$ cat src/rtl/sram_lw_pkg.sv
// Package: shared command encoding and burst address ordering for the
// late-write SRAM. Assumes bursts of four beats on the two low address bits.
package sram_lw_pkg;

    typedef enum logic {
        OP_READ  = 1'b0,
        OP_WRITE = 1'b1
    } op_e;

    // Low two address bits of burst beat 'step' from 'base'.
    function automatic logic [1:0] burst_low(input logic [1:0] base,
                                             input logic [1:0] step,
                                             input logic       lin);
        return lin ? (base + step) : (base ^ step);
    endfunction

endpackage

$ cat src/rtl/sram_burst_gen.sv
// Burst and command generator: decides per edge whether a command issues,
// with which operation and address. Assumes AW >= 2; write strobes are
// taken fresh each cycle, operation and order are latched at load.
module sram_burst_gen
    import sram_lw_pkg::*;
#(
    parameter int AW    = 8,
    parameter int LANES = 2
) (
    input  logic             clk,
    input  logic             rst_n,
    input  logic             clk_en,
    input  logic             sel,
    input  logic             snooze,
    input  logic             adv,
    input  logic             rw_n,
    input  logic             lin_in,
    input  logic [LANES-1:0] bw_n,
    input  logic [AW-1:0]    addr,
    output logic             cmd_v,
    output op_e              cmd_op,
    output logic [AW-1:0]    cmd_addr,
    output logic [LANES-1:0] cmd_bw_n
);

    logic          act_q;
    op_e           op_q;
    logic [AW-1:0] base_q;
    logic [1:0]    cnt_q;
    logic          lin_q;
    logic [1:0]    nxt_cnt;

    assign nxt_cnt  = cnt_q + 2'd1;
    assign cmd_bw_n = bw_n;

    // Purpose: choose the command that this edge would issue.
    always_comb begin
        cmd_v    = 1'b0;
        cmd_op   = op_q;
        cmd_addr = base_q;
        if (!snooze) begin
            if (!adv) begin
                cmd_v    = sel;
                cmd_op   = rw_n ? OP_READ : OP_WRITE;
                cmd_addr = addr;
            end else begin
                cmd_v    = act_q;
                cmd_addr = {base_q[AW-1:2], burst_low(base_q[1:0], nxt_cnt, lin_q)};
            end
        end
    end

    // Purpose: hold or update burst state on enabled edges.
    always_ff @(posedge clk) begin
        if (!rst_n) begin
            act_q  <= 1'b0;
            op_q   <= OP_READ;
            base_q <= '0;
            cnt_q  <= 2'd0;
            lin_q  <= 1'b1;
        end else if (clk_en && !snooze) begin
            if (!adv) begin
                act_q  <= sel;
                op_q   <= rw_n ? OP_READ : OP_WRITE;
                base_q <= addr;
                cnt_q  <= 2'd0;
                lin_q  <= lin_in;
            end else if (act_q) begin
                cnt_q <= nxt_cnt;
            end
        end
    end

    // a linear advance steps the beat counter by one
    a_r8_beat_step: assert property (@(posedge clk) disable iff (!rst_n)
        (clk_en && !snooze && adv && act_q) |=> (cnt_q == $past(cnt_q) + 2'd1));

    // snooze keeps the burst state untouched
    a_r11_hold_burst: assert property (@(posedge clk) disable iff (!rst_n)
        (clk_en && snooze) |=> ($stable(act_q) && $stable(cnt_q) && $stable(base_q)));

endmodule

$ cat src/rtl/sram_cmd_pipe.sv
// Two-stage command pipeline. Stage 1 is the cycle in which a read samples
// the array; stage 2 is the cycle whose closing edge commits a write and
// loads the output register. Assumes clk_en gates every stage together.
module sram_cmd_pipe
    import sram_lw_pkg::*;
#(
    parameter int AW    = 8,
    parameter int LANES = 2
) (
    input  logic             clk,
    input  logic             rst_n,
    input  logic             clk_en,
    input  logic             cmd_v,
    input  op_e              cmd_op,
    input  logic [AW-1:0]    cmd_addr,
    input  logic [LANES-1:0] cmd_bw_n,
    output logic             s1_v,
    output op_e              s1_op,
    output logic [AW-1:0]    s1_addr,
    output logic             s2_v,
    output op_e              s2_op,
    output logic [AW-1:0]    s2_addr,
    output logic [LANES-1:0] s2_bw_n
);

    logic [LANES-1:0] s1_bw_n;

    // Purpose: shift commands one stage per enabled edge.
    always_ff @(posedge clk) begin
        if (!rst_n) begin
            s1_v    <= 1'b0;
            s2_v    <= 1'b0;
            s1_op   <= OP_READ;
            s2_op   <= OP_READ;
            s1_addr <= '0;
            s2_addr <= '0;
            s1_bw_n <= '1;
            s2_bw_n <= '1;
        end else if (clk_en) begin
            s1_v    <= cmd_v;
            s1_op   <= cmd_op;
            s1_addr <= cmd_addr;
            s1_bw_n <= cmd_bw_n;
            s2_v    <= s1_v;
            s2_op   <= s1_op;
            s2_addr <= s1_addr;
            s2_bw_n <= s1_bw_n;
        end
    end

    // a disabled edge leaves the pipeline unchanged
    a_r6_pipe_hold: assert property (@(posedge clk) disable iff (!rst_n)
        !clk_en |=> ($stable(s1_v) && $stable(s2_v) && $stable(s2_addr)));

    // a command reaches the commit stage exactly one enabled edge after stage 1
    a_r2_stage_order: assert property (@(posedge clk) disable iff (!rst_n)
        (clk_en && s1_v) |=> s2_v);

endmodule

$ cat src/rtl/sram_store.sv
// Storage array, one memory per byte lane, with a registered read port.
// A read sampling the array at the edge where a write to the same word
// commits takes the new data for each lane that write enables.
module sram_store #(
    parameter int AW     = 8,
    parameter int LANE_W = 9,
    parameter int LANES  = 2
) (
    input  logic                    clk,
    input  logic                    we,
    input  logic [AW-1:0]           waddr,
    input  logic [LANES-1:0]        wbe_n,
    input  logic [LANES*LANE_W-1:0] wdata,
    input  logic                    re,
    input  logic [AW-1:0]           raddr,
    output logic [LANES*LANE_W-1:0] rdata
);

    localparam int DEPTH = 1 << AW;

    logic hit;
    assign hit = we && re && (waddr == raddr);

    for (genvar l = 0; l < LANES; l++) begin : g_lane
        logic [LANE_W-1:0] mem_l [DEPTH];
        logic [LANE_W-1:0] rd_l;

        // Purpose: commit the lane on write; capture the lane on read.
        always_ff @(posedge clk) begin
            if (we && !wbe_n[l]) begin
                mem_l[waddr] <= wdata[l*LANE_W +: LANE_W];
            end
            if (re) begin
                rd_l <= (hit && !wbe_n[l]) ? wdata[l*LANE_W +: LANE_W] : mem_l[raddr];
            end
        end

        assign rdata[l*LANE_W +: LANE_W] = rd_l;
    end

endmodule

$ cat src/rtl/sram_late_write.sv
// Top: late-write pipelined SRAM. Decodes the chip selects, runs commands
// through the two-stage pipeline, and drives the output register. The
// drive qualifier is combinational in oe_n. Assumes that the bus holder
// places write data on dq_in two enabled edges after the command.
module sram_late_write
    import sram_lw_pkg::*;
#(
    parameter int AW     = 8,
    parameter int LANE_W = 9,
    parameter int LANES  = 2
) (
    input  logic                    clk,
    input  logic                    rst_n,
    input  logic                    clk_en,
    input  logic                    ce_a_n,
    input  logic                    ce_b,
    input  logic                    ce_c_n,
    input  logic                    rw_n,
    input  logic [LANES-1:0]        bw_n,
    input  logic                    adv,
    input  logic                    burst_lin,
    input  logic                    snooze,
    input  logic                    oe_n,
    input  logic [AW-1:0]           addr,
    input  logic [LANES*LANE_W-1:0] dq_in,
    output logic [LANES*LANE_W-1:0] dq_out,
    output logic                    dq_oe
);

    localparam int DW = LANES * LANE_W;

    logic             sel;
    logic             cmd_v;
    op_e              cmd_op;
    logic [AW-1:0]    cmd_addr;
    logic [LANES-1:0] cmd_bw_n;
    logic             s1_v, s2_v;
    op_e              s1_op, s2_op;
    logic [AW-1:0]    s1_addr, s2_addr;
    logic [LANES-1:0] s2_bw_n;
    logic             we, re;
    logic [DW-1:0]    rd_data;
    logic [DW-1:0]    out_q;
    logic             out_v;

    assign sel = !ce_a_n && ce_b && !ce_c_n;

    sram_burst_gen #(.AW(AW), .LANES(LANES)) burst_i (
        .clk(clk), .rst_n(rst_n), .clk_en(clk_en), .sel(sel),
        .snooze(snooze), .adv(adv), .rw_n(rw_n), .lin_in(burst_lin),
        .bw_n(bw_n), .addr(addr), .cmd_v(cmd_v), .cmd_op(cmd_op),
        .cmd_addr(cmd_addr), .cmd_bw_n(cmd_bw_n)
    );

    sram_cmd_pipe #(.AW(AW), .LANES(LANES)) pipe_i (
        .clk(clk), .rst_n(rst_n), .clk_en(clk_en), .cmd_v(cmd_v),
        .cmd_op(cmd_op), .cmd_addr(cmd_addr), .cmd_bw_n(cmd_bw_n),
        .s1_v(s1_v), .s1_op(s1_op), .s1_addr(s1_addr),
        .s2_v(s2_v), .s2_op(s2_op), .s2_addr(s2_addr), .s2_bw_n(s2_bw_n)
    );

    assign we = clk_en && s2_v && (s2_op == OP_WRITE);
    assign re = clk_en && s1_v && (s1_op == OP_READ);

    sram_store #(.AW(AW), .LANE_W(LANE_W), .LANES(LANES)) store_i (
        .clk(clk), .we(we), .waddr(s2_addr), .wbe_n(s2_bw_n), .wdata(dq_in),
        .re(re), .raddr(s1_addr), .rdata(rd_data)
    );

    // Purpose: load the output register with the read leaving stage 2.
    always_ff @(posedge clk) begin
        if (!rst_n) begin
            out_v <= 1'b0;
            out_q <= '0;
        end else if (clk_en) begin
            out_v <= s2_v && (s2_op == OP_READ);
            if (s2_v && (s2_op == OP_READ)) begin
                out_q <= rd_data;
            end
        end
    end

    assign dq_out = out_q;
    assign dq_oe  = out_v && !oe_n;

    // a read in the commit stage appears in the output register next edge
    a_r1_read_out: assert property (@(posedge clk) disable iff (!rst_n)
        (clk_en && s2_v && s2_op == OP_READ) |=> out_v);

    // a load edge without full selection issues nothing
    a_r5_deselect: assert property (@(posedge clk) disable iff (!rst_n)
        (clk_en && !snooze && !adv && !sel) |=> !s1_v);

    // no command enters the pipeline on a snooze edge
    a_r11_no_cmd: assert property (@(posedge clk) disable iff (!rst_n)
        (clk_en && snooze) |=> !s1_v);

    // the output register holds on a disabled edge
    a_r6_out_hold: assert property (@(posedge clk) disable iff (!rst_n)
        !clk_en |=> ($stable(out_v) && $stable(out_q)));

    // reset releases the bus
    a_r12_reset_idle: assert property (@(posedge clk)
        !rst_n |=> !out_v);

endmodule

$ cat config.mk
export PLATFORM = sky130hd
export DESIGN_NAME = sram_late_write
export DESIGN_NICKNAME = d
export VERILOG_FILES = /design/src/rtl/sram_lw_pkg.sv /design/src/rtl/sram_burst_gen.sv /design/src/rtl/sram_cmd_pipe.sv /design/src/rtl/sram_store.sv /design/src/rtl/sram_late_write.sv
export SDC_FILE = /design/constraint.sdc
export NUM_CORES = 2
export LEC_CHECK = 0
export ABC_CLOCK_PERIOD_IN_PS = 6300
export BUFFER_PORTS_ARGS = -buffer_cell sky130_fd_sc_hd__buf_2
export CORE_UTILIZATION = 60
export DETAILED_ROUTE_END_ITERATION = 16
export PLACE_DENSITY = 0.76
export SLEW_MARGIN = 0
export SYNTH_ARGS = -nofsm -noshare
export SYNTH_HDL_FRONTEND = slang
export SYNTH_HIERARCHICAL = 1
export SYNTH_MEMORY_MAX_BITS = 65536
export SYNTH_SLANG_ARGS = --single-unit
$ cat constraint.sdc
create_clock -name clk -period 6.3 [get_ports clk]
set_input_delay 1.575 -clock clk [delete_from_list [all_inputs] [get_ports clk]]
set_output_delay 1.575 -clock clk [all_outputs]
set_load 0.02 [all_outputs]
==> results.md <==
* RSZ-0062 raised after global routing: no
* Reg clk slew, reported paths at 0.07 ns
* Status: complete, no violations
* Main synth FF type: edfxtp_1
* Overall Power at 63.61 mW
* Resized Gates After CTS at 0
* Area delta synth->final at 10.40%
* Die W at 552.2 um
* Clock sink count at 4682
* Hold crit path type: reg2reg
* CTS tree: done
* Max-cap violations at 0
* Die Area at approximately 300000 sq um
* Launch point of the worst path: pipe_i/s1_addr[0]$_SDFFE_PN0P_
* Skew final at 0.05100 ns
* Clock Latency Late Sink at between 0.9 and 1 ns
* Net switching power at 13.39 mW
* Starting Density at 0.6043
* GRT Total Usage at 0.3190
* RR Startpoint: pipe_i/s1_addr[0]$_SDFFE_PN0P_
* Clock network fraction of total power at 0.417
* Routed vias at 94750
* Post-synth EDFFs at 4626
* Reg-to-reg critical path endpoint: store_i/g_lane[0].rd_l[0]$_DFFE_PP_
* Slew Limit Fails at 0
* Clk buf depth at 4
* Main area contributors after synthesis: edfxtp_1, mux4_2, mux2i_1, nor2_1, o221ai_1
* Post-route setup slack at about 1.6 ns
* Max rail drop VDD at 274.3 uV
* Largest net degree at the start of global routing at 164
* Finished Cell Area at 200500 sq um
* H-tree Lvls at 5
* Post-CTS Setup Inserts at 0
* Worst EP arrival at 5.39 ns
* Final Hold Vio Count at 0
* Clk root buf: clkbuf_16
* Most frequent cells in the layout: edfxtp_1, mux4_2, nor2_1
* Initial DRC Count at 16150
* Antenna violations before repair at 23
* First-pass GRT wire length at 691700 um
* Register area share after synthesis at 0.7711
* Die Span Y at between 500 and 600 um
* Post-synth top area share at 0.7649
* Final core occ at 0.6672
* Seq pwr share at 0.538
* Synth Area per Inst at a little over 20 sq um
* Num CTS Buffers at 436
* Hold buffers post-CTS at 0
* Cell leakage power at 60.40 nW
* Initial DRT Pass Iterations at 7
* HPWL after DPL at 285900 um
* Fraction of layout cells with a size suffix above 1 at 0.2231
* Gate Count Post-Synth at 8744
* Grt total ovfl at 0
* Sw Ratio at 0.2104
* Syn_nets at 8784
* Yosys reg bits at between 4000 and 5000
* Worst setup EP type: register
* Number of global-route vias before repair at 93220
* Critical Path Start Type: register
* Row count at roughly 200
* PwrDens at 317.3 nW/um^2
* Crit Path Max Fanout at 61
* Yosys Warn Count at 6
* Tcrit/Tclk final at 0.7468
* Internal power at 50.23 mW
* DR WL/cell at 36.91 um
* Max_slew headroom at 0.09189
* TNS Setup at 0 ns
* Final wirelength at ~500000 um
* Critical Path Sink: store_i/g_lane[0].rd_l[0]$_DFFE_PP_
* Critical path data required time at approximately 7.0 ns
* Most common cell after layout, fill and taps aside: edfxtp_1
* Kind of critical path: reg2reg
* Pre-CTS WS at between 1 and 1.5 ns
* Ys async rst share at 0
* Peak Freq at approximately 0.21 GHz
* Global placement routability congestion at 0.9432
* Synthesized area at 181600 sq um
* I/O Pins at 58
* DRC Markers at 0
* Post-synth top area cell: edfxtp_1
* Flop2flop setup slack at around 1.6 ns
* Placed inst area at between 150000 and 200000 sq um
* PortBufs at 57
* R2R depth at 8
* Comb power frac at 0.045
* Core region area at 300500 sq um
* Final count of negative-setup-slack endpoints at 0
* Tmin final at 4.705 ns
* Tightest Pin Transition at 1.353 ns
* Distinct cells, synth at 66
* Routed vias/inst at 7.162
* DRT antenna net count at 0
* Final #Nets at between 8000 and 9000
## worst min path at each step
stage | endpoint | depth (start not counted) | slack [ns] | start
2_1_floorplan | pipe_i/s2_bw_n[0]$_SDFFE_PN1P_ | 2 | 0.43 | pipe_i/s2_bw_n[0]$_SDFFE_PN1P_
3_3_place_gp | burst_i/base_q[6]$_SDFFE_PN0P_ | 2 | 0.44 | burst_i/base_q[6]$_SDFFE_PN0P_
3_5_place_dp | burst_i/base_q[6]$_SDFFE_PN0P_ | 2 | 0.45 | burst_i/base_q[6]$_SDFFE_PN0P_
4_1_cts | burst_i/base_q[6]$_SDFFE_PN0P_ | 2 | 0.46 | burst_i/base_q[6]$_SDFFE_PN0P_
5_1_grt | burst_i/base_q[6]$_SDFFE_PN0P_ | 2 | 0.49 | burst_i/base_q[6]$_SDFFE_PN0P_
6_report | burst_i/base_q[6]$_SDFFE_PN0P_ | 2 | 0.46 | burst_i/base_q[6]$_SDFFE_PN0P_
## per-stage QoR
step / instances / hold slack (ns)
finish: 13230 / 0.4574
global route: 13220 / 0.4932
CTS: 13220 / 0.4585
detailed placement: 12420 / 0.4497
global placement: 12420 / 0.4387
floorplan: 8744 / 0.4322
## registers in the layout, indices dropped and copies added, names as in the netlist
name,cells
burst_i/lin_q,1
pipe_i/s1_op,1
pipe_i/s2_bw_n,2
store_i/g_lane.mem_l,4608
burst_i/op_q,1
pipe_i/s1_bw_n,2
store_i/g_lane.rd_l,18
pipe_i/s1_addr,8
out_v,1
pipe_i/s2_op,1
dq_out,18
pipe_i/s2_v,1
pipe_i/s2_addr,8
burst_i/base_q,8
pipe_i/s1_v,1
burst_i/act_q,1
burst_i/cnt_q,2
## worst max-delay path: stages (launching register included)
cell and delay, ns:
dfxtp_4 0.88, buf_12 0.34, buf_12 0.42, mux4_2 0.58, a22oi_1 0.21, nand2_1 0.13
o21ai_0 0.88, a41oi_1 0.50, o32a_1 0.43
## final cells by class
class                   count  area [sq um]
diodes                     12         30.03
clock buffers             514         11460
clock inverters           288          2853
fillers                 17800        100000
inverters                   4         27.53
multi-input cells        3496         38560
flip-flops and latches   4682        140100
well taps                3958          4952
repair buffers            275          2555
## metal layers
| layer | wire (um) | part of all wire | up-vias | global-route usage |
|---|---|---|---|---|
| met4 | 19850 | 0.041 | 16 | 0.1100 |
| li1 | - | - | 36640 | - |
| met3 | 74680 | 0.15 | 1201 | 0.1033 |
| met5 | 116 | 0.00024 | - | 0 |
| met1 | 169500 | 0.35 | 48810 | 0.4436 |
| met2 | 224100 | 0.46 | 8091 | 0.4817 |
## power groups by stage
stage          clock network [mW]  logic (mW)  registers (mW)
3_5_place_dp                    0        2.75            34.9
5_1_grt                      27.8        2.90            34.2
3_3_place_gp                    0        2.68            34.9
4_1_cts                      26.7        2.77            34.2
2_1_floorplan                   0        1.50            34.9
6_report                     26.5        2.84            34.3
## synth_stat cells, types with 34 or more instances
cell	instances
buf_1	42
clkbuf_1	239
mux4_2	990
buf_2	124
mux2_2	75
o221ai_1	171
buf_6	67
edfxtp_1	4626
nand3_1	70
mux2i_1	439
nor2_1	632
nand2_1	263
nor2b_1	52
o21ai_0	62
dfxtp_1	56
o22ai_1	70
a22oi_1	98
nor3_1	34
buf_4	83
a22o_1	58
a21oi_1	201
## kinds of logic (layout without fill, tap and decap cells)
family / count (synthesis) / count (layout) / share of synthesized area
and+or+nand+nor: 1135 / 1135 / 0.02621
other: 0 / 12 / 0
xor gates and xnor gates: 10 / 10 / 0.0004823
AOI/OAI and AO/OA: 846 / 846 / 0.03301
adders and majority gates: 1 / 1 / 0.00006888
buffers and inverters: 566 / 1081 / 0.01755
muxes: 1504 / 1504 / 0.1516
DFF: 4682 / 4682 / 0.7711
Note: power is estimated with default switching activity, not from simulation.
